**src/rtl/bjb_pkg.sv**
```systemverilog
`timescale 1ns/1ps
// Package: shared types for the bus-to-JTAG bridge.
// Assumes: the bit order of jtag_bits_t matches the write-data field order (bit 0 = TDI).
package bjb_pkg;

    // Register image of the three driven chain lines; bit 0 TDI, bit 1 TMS, bit 2 TCK.
    typedef struct packed {
        logic tck;
        logic tms;
        logic tdi;
    } jtag_bits_t;

    localparam int JTAG_BITS = $bits(jtag_bits_t);

endpackage

```
**src/rtl/bjb_decode.sv**
```systemverilog
`timescale 1ns/1ps
// Module: bjb_decode
// Qualifies a bus access against the single chain address and splits it into read and write hits.
// Assumes: bus signals are stable around the sampling clock edge; strobe is active high.
module bjb_decode #(
    parameter int               ADDR_W     = 20,
    parameter logic [ADDR_W-1:0] CHAIN_ADDR = '0
) (
    input  logic [ADDR_W-1:0] bus_addr,
    input  logic              bus_strobe,
    input  logic              bus_rnw,
    output logic              rd_hit,
    output logic              wr_hit
);

    logic addr_match;

    // Compare the full address and gate it with strobe and direction.
    always_comb begin
        addr_match = (bus_addr == CHAIN_ADDR);
        rd_hit     = bus_strobe && addr_match && bus_rnw;
        wr_hit     = bus_strobe && addr_match && !bus_rnw;
    end

endmodule

```
**src/rtl/bjb_regs.sv**
```systemverilog
`timescale 1ns/1ps
// Module: bjb_regs
// Holds the TDI/TMS/TCK output flip-flops, loaded in one clock by a write hit.
// Assumes: reset is synchronous and active low; reset wins over a simultaneous write.
module bjb_regs
    import bjb_pkg::*;
(
    input  logic       clk,
    input  logic       rst_n,
    input  logic       load,
    input  jtag_bits_t load_bits,
    output jtag_bits_t q
);

    // Clear on reset, otherwise capture the write bits when loaded.
    always_ff @(posedge clk) begin
        if (!rst_n) begin
            q <= '0;
        end else if (load) begin
            q <= load_bits;
        end
    end

endmodule

```
**src/rtl/bjb_sync.sv**
```systemverilog
`timescale 1ns/1ps
// Module: bjb_sync
// Flip-flop chain that brings an asynchronous level into the clock domain.
// Assumes: STAGES >= 1; the output reset value is 0 (processor owns the chain).
module bjb_sync #(
    parameter int STAGES = 2
) (
    input  logic clk,
    input  logic rst_n,
    input  logic d,
    output logic q
);

    logic [STAGES-1:0] stage;

    generate
        for (genvar i = 0; i < STAGES; i++) begin : g_stage
            if (i == 0) begin : g_first
                // First stage samples the raw asynchronous input.
                always_ff @(posedge clk) begin
                    if (!rst_n) stage[0] <= 1'b0;
                    else        stage[0] <= d;
                end
            end else begin : g_next
                // Later stages pass the level down the chain.
                always_ff @(posedge clk) begin
                    if (!rst_n) stage[i] <= 1'b0;
                    else        stage[i] <= stage[i-1];
                end
            end
        end
    endgenerate

    assign q = stage[STAGES-1];

endmodule

```
**src/rtl/bjb_chain_mux.sv**
```systemverilog
`timescale 1ns/1ps
// Module: bjb_chain_mux
// Per-bit two-way selector that picks the chain drivers from the cable or the registers.
// Assumes: sel is already synchronous to the system clock.
module bjb_chain_mux #(
    parameter int WIDTH = 3
) (
    input  logic             sel,
    input  logic [WIDTH-1:0] from_regs,
    input  logic [WIDTH-1:0] from_cable,
    output logic [WIDTH-1:0] to_chain
);

    generate
        for (genvar b = 0; b < WIDTH; b++) begin : g_bit
            // One selector per chain line.
            assign to_chain[b] = sel ? from_cable[b] : from_regs[b];
        end
    endgenerate

endmodule

```
**src/rtl/pbus_jtag_bridge.sv**
```systemverilog
`timescale 1ns/1ps
// Module: pbus_jtag_bridge (top)
// Lets a processor bit-bang a JTAG chain through one bus address, with readback,
// and shares the chain pins with a download cable under a synchronized select.
// Assumes: DATA_W >= 4; bus_rdata/bus_oe feed a tri-state pad buffer outside this block.
module pbus_jtag_bridge
    import bjb_pkg::*;
#(
    parameter int                ADDR_W      = 20,
    parameter int                DATA_W      = 4,
    parameter logic [ADDR_W-1:0] CHAIN_ADDR  = 20'hC0010,
    parameter int                SYNC_STAGES = 2
) (
    input  logic              clk,
    input  logic              rst_n,
    input  logic [ADDR_W-1:0] bus_addr,
    input  logic              bus_strobe,
    input  logic              bus_rnw,
    input  logic [DATA_W-1:0] bus_wdata,
    output logic [DATA_W-1:0] bus_rdata,
    output logic              bus_oe,
    input  logic              cable_sel,
    input  logic              cable_tdi,
    input  logic              cable_tms,
    input  logic              cable_tck,
    output logic              cable_tdo,
    output logic              chain_tdi,
    output logic              chain_tms,
    output logic              chain_tck,
    input  logic              chain_tdo
);

    localparam int TDO_BIT = JTAG_BITS;

    logic       rd_hit;
    logic       wr_hit;
    logic       sel_q;
    jtag_bits_t jtag_q;
    jtag_bits_t wr_bits;
    jtag_bits_t cable_bits;
    jtag_bits_t chain_bits;

    bjb_decode #(
        .ADDR_W     (ADDR_W),
        .CHAIN_ADDR (CHAIN_ADDR)
    ) u_decode (
        .bus_addr   (bus_addr),
        .bus_strobe (bus_strobe),
        .bus_rnw    (bus_rnw),
        .rd_hit     (rd_hit),
        .wr_hit     (wr_hit)
    );

    // Slice the write field into the register image.
    assign wr_bits = jtag_bits_t'(bus_wdata[JTAG_BITS-1:0]);

    bjb_regs u_regs (
        .clk       (clk),
        .rst_n     (rst_n),
        .load      (wr_hit),
        .load_bits (wr_bits),
        .q         (jtag_q)
    );

    bjb_sync #(
        .STAGES (SYNC_STAGES)
    ) u_sel_sync (
        .clk   (clk),
        .rst_n (rst_n),
        .d     (cable_sel),
        .q     (sel_q)
    );

    // Gather the cable lines in register order.
    assign cable_bits = '{tck: cable_tck, tms: cable_tms, tdi: cable_tdi};

    bjb_chain_mux #(
        .WIDTH (JTAG_BITS)
    ) u_mux (
        .sel        (sel_q),
        .from_regs  (jtag_q),
        .from_cable (cable_bits),
        .to_chain   (chain_bits)
    );

    assign chain_tdi = chain_bits.tdi;
    assign chain_tms = chain_bits.tms;
    assign chain_tck = chain_bits.tck;
    assign cable_tdo = chain_tdo;

    // Build the readback word and enable the pad driver only on a read hit.
    always_comb begin
        bus_rdata = '0;
        bus_oe    = rd_hit;
        if (rd_hit) begin
            bus_rdata[JTAG_BITS-1:0] = jtag_q;
            bus_rdata[TDO_BIT]       = chain_tdo;
        end
    end

endmodule

```
**config.mk**
```make
export PLATFORM = sky130hd
export DESIGN_NAME = pbus_jtag_bridge
export DESIGN_NICKNAME = d
export VERILOG_FILES = /design/src/rtl/bjb_pkg.sv /design/src/rtl/bjb_decode.sv /design/src/rtl/bjb_regs.sv /design/src/rtl/bjb_sync.sv /design/src/rtl/bjb_chain_mux.sv /design/src/rtl/pbus_jtag_bridge.sv
export SDC_FILE = /design/constraint.sdc
export NUM_CORES = 1
export LEC_CHECK = 0
export BUFFER_PORTS_ARGS = -buffer_cell sky130_fd_sc_hd__buf_2
export CORE_AREA = 10 10 47 49
export DETAILED_ROUTE_END_ITERATION = 10
export DIE_AREA = 0 0 57 59
export SLEW_MARGIN = 20
export SYNTH_ARGS = -nofsm -noshare
export SYNTH_HDL_FRONTEND = slang
export SYNTH_HIERARCHICAL = 1
export SYNTH_SLANG_ARGS = --single-unit
```
**constraint.sdc**
```tcl
create_clock -name clk -period 3.1 [get_ports clk]
set_input_delay 0.31 -clock clk [delete_from_list [all_inputs] [get_ports clk]]
set_output_delay 0.31 -clock clk [all_outputs]
set_load 0.01 [all_outputs]
```
==> results by group <==
Outcome
  – Status: complete, no violations

Hold path
  – HP Class: input port to flip-flop
  – Hold wc startpoint: cable_sel

Clocking
  – Clock Pin Slew Worst Setup and Hold Paths: around 40 ps
  – Post-CTS Setup Repair Bufs: 0
  – CTS buffer count: 3
  – Clock H-tree levels: 1
  – Maximum buffer depth of the clock tree: 2
  – Hold-fix buffers, CTS: 0
  – Worst-Skew Late Latency: 240 ps
  – CTS tree: yes
  – CTS sink cnt: 5
  – Clock root buffer: clkbuf_4
  – CTS resizes: 0

Critical path
  – RR Startpoint: u_regs/q[0]$_SDFFE_PN0P_
  – Worst Path Required: around 2800 ps
  – Worst Setup Path Type: input port to primary output
  – Worst-path fanout max: 5
  – Setup crit end kind: primary output
  – CP Launch Point: bus_addr[1]
  – Startpoint Class: input port
  – Critical Path AT: 1550 ps

Power
  – Total power: 170 uW
  – Peak VDD IR: 0.139 mV
  – PwrDens: around 310 mW/mm^2
  – P_leak: ~0.00027 uW

Logic synthesis
  – Seq cells post-synth: 5
  – Post-synth cell types: 14
  – Post-Syn Area per Cell: 9.62 sq um
  – Syn. warnings: 6
  – Syn Inst Count: 32
  – Post-synth net total: 65
  – Cell Area, Synth: 308 sq um
  – Sequential share of the synthesized area: 32.5%

Timing
  – Setup TNS: 0 ps
  – Slew margin rel.: 63.3%
  – RSZ-0062 raised after global routing: no
  – Setup Viol. Count Final: 0
  – Worst Max-Slew Pin Slew: ~550 ps
  – Skew final: 4.32 ps
  – Final-report max-slew violation count: 0
  – Final cycle utilization of the critical path: about three fifths
  – Minimum clock period: 1860 ps
  – Fmax: 537 MHz
  – Final hold vios: 0

Placed design
  – I/O Buffers: 40
  – Routability cong.: just under 0.6
  – Area after DPL: about 520 sq um

GRT
  – Largest net degree at the start of global routing: 6
  – Total track usage: 6.69%
  – Initial antenna violation count: 0
  – Vias in the first global route: between 400 and 500
  – First-pass GRT wire length: roughly 1800 um
  – GRT overflow: 0

Detailed routing
  – Detailed Route WL: between 1000 and 1500 um
  – Initial drt markers: 3
  – Vias per std cell: 4.41
  – WL per Instance: 13.6 um
  – First-pass DRT Iterations: 2
  – DR DRC count: 0
  – Vias: approximately 400
  – Detail Route Antenna Nets: 0

Die
  – Top Ports: 42
  – Die X-Extent: roughly 57 um
  – Std-Cell Rows: 14
  – Core ar.: 0.00140 sq mm
  – Initial Util: 22.0%
  – Die Height: between 50 and 60 um
  – DIE AREA: around 0.0034 sq mm

Layout
  – Area grow syn2layout: 77.6%
  – Nets@finish: 109
  – Design area: 547 sq um
  – Share of layout cells above drive strength 1: 64.0%
  – Diodes inserted: 0
  – Layout filler cell count: 152

Job
  – Max-Cap Viols: 0
[report_power, final]
group | internal [uW] | switching (uW)
logic | 19.0 | 9.73
registers | 65.7 | 0.621
clock network | 48.7 | 26.5
[flip-flops by register name (all words and copies together), names as in the netlist]
| signal | cells |
|---|---|
| u_regs/q | 3 |
| u_sel_sync/stage | 1 |
| u_sel_sync/q | 1 |
[metal layers]
metal	track usage, %	wire, um	up-vias	part of all wire, %
met1	5.17	401	172	32
met3	4.51	192	2	15
li1	-	-	204	-
met5	0	0	-	0
met2	11.6	627	23	51
met4	5.03	18	0	1.5
[worst max-delay path: stages]
cell,delay [ps]
buf_2,100
nor4b_2,270
nand4b_1,160
nor3_1,400
and2_1,190
buf_2,130
[final timing paths]
kind | endpoint | cells after the start | slack, ps
hold reg to reg | u_sel_sync/q$_SDFF_PN0_ | 1 | 440
hold / removal | u_sel_sync/stage[0]$_SDFF_PN0_ | 2 | 270
setup reg to reg | u_regs/q[0]$_SDFFE_PN0P_ | 2 | 2480
setup / recovery | bus_rdata[3] | 6 | 1240
[cell type report]
type                       instances  area (sq um)  share of cell area, %
timing repair buffer              40           200                   36.6
multi-input combinational         26           200                   36.6
clock buffer                       4          26.3                   4.81
sequential                         5           100                   18.3
tap                               16          20.0                   3.66
[cells in the mapped netlist, drive strengths merged]
cell | number | area, sq um
and2 | 6 | 37.5
dfxtp | 5 | 100
mux2 | 3 | 33.8
mux2i | 3 | 30.0
nor2b | 3 | 18.8
nor4 | 3 | 25.0
nand4b | 2 | 17.5
nor3 | 2 | 10.0
buf | 1 | 7.51
nand2 | 1 | 3.75
nand3 | 1 | 5.00
nor2 | 1 | 3.75
nor4b | 1 | 15.0
[cell families (layout without fill, tap and decap cells)]
group	count (synthesis)	in the layout	share of synthesized area (%)
flip-flops	5	5	32.5
buffers and inverters	1	44	2.44
AND/OR/NAND/NOR	20	20	44.3
multiplexers	6	6	20.7
[cells in the final DEF, fill, tap and decap left out]
master | synthesis | layout
nor2b_1 | 3 | 3
mux2i_1 | 3 | 3
mux2_2 | 3 | 3
dfxtp_1 | 5 | 5
nor3_1 | 2 | 2
nor4_1 | 2 | 2
and2_1 | 6 | 6
nor4_2 | 1 | 1
clkbuf_1 | 0 | 1
nor4b_2 | 1 | 1
nand3_1 | 1 | 1
nand2_1 | 1 | 1
nand4b_1 | 2 | 2
nor2_1 | 1 | 1
buf_2 | 0 | 40
clkbuf_4 | 0 | 3
[through the flow]
| step | util (%) | instances | hold slack, ps | worst slack (ps) |
|---|---|---|---|---|
| final | 39.0 | 91 | 273 | 1240 |
| after global routing | 39.0 | 91 | 269 | 1110 |
| after CTS | 39.0 | 91 | 267 | 1200 |
| after detailed placement | 37.1 | 87 | 439 | 1210 |
| after global placement | 37.1 | 87 | 434 | 1240 |
| after floorplan | - | 32 | 412 | 1400 |
No activity file was read; power rests on OpenSTA's default activity.
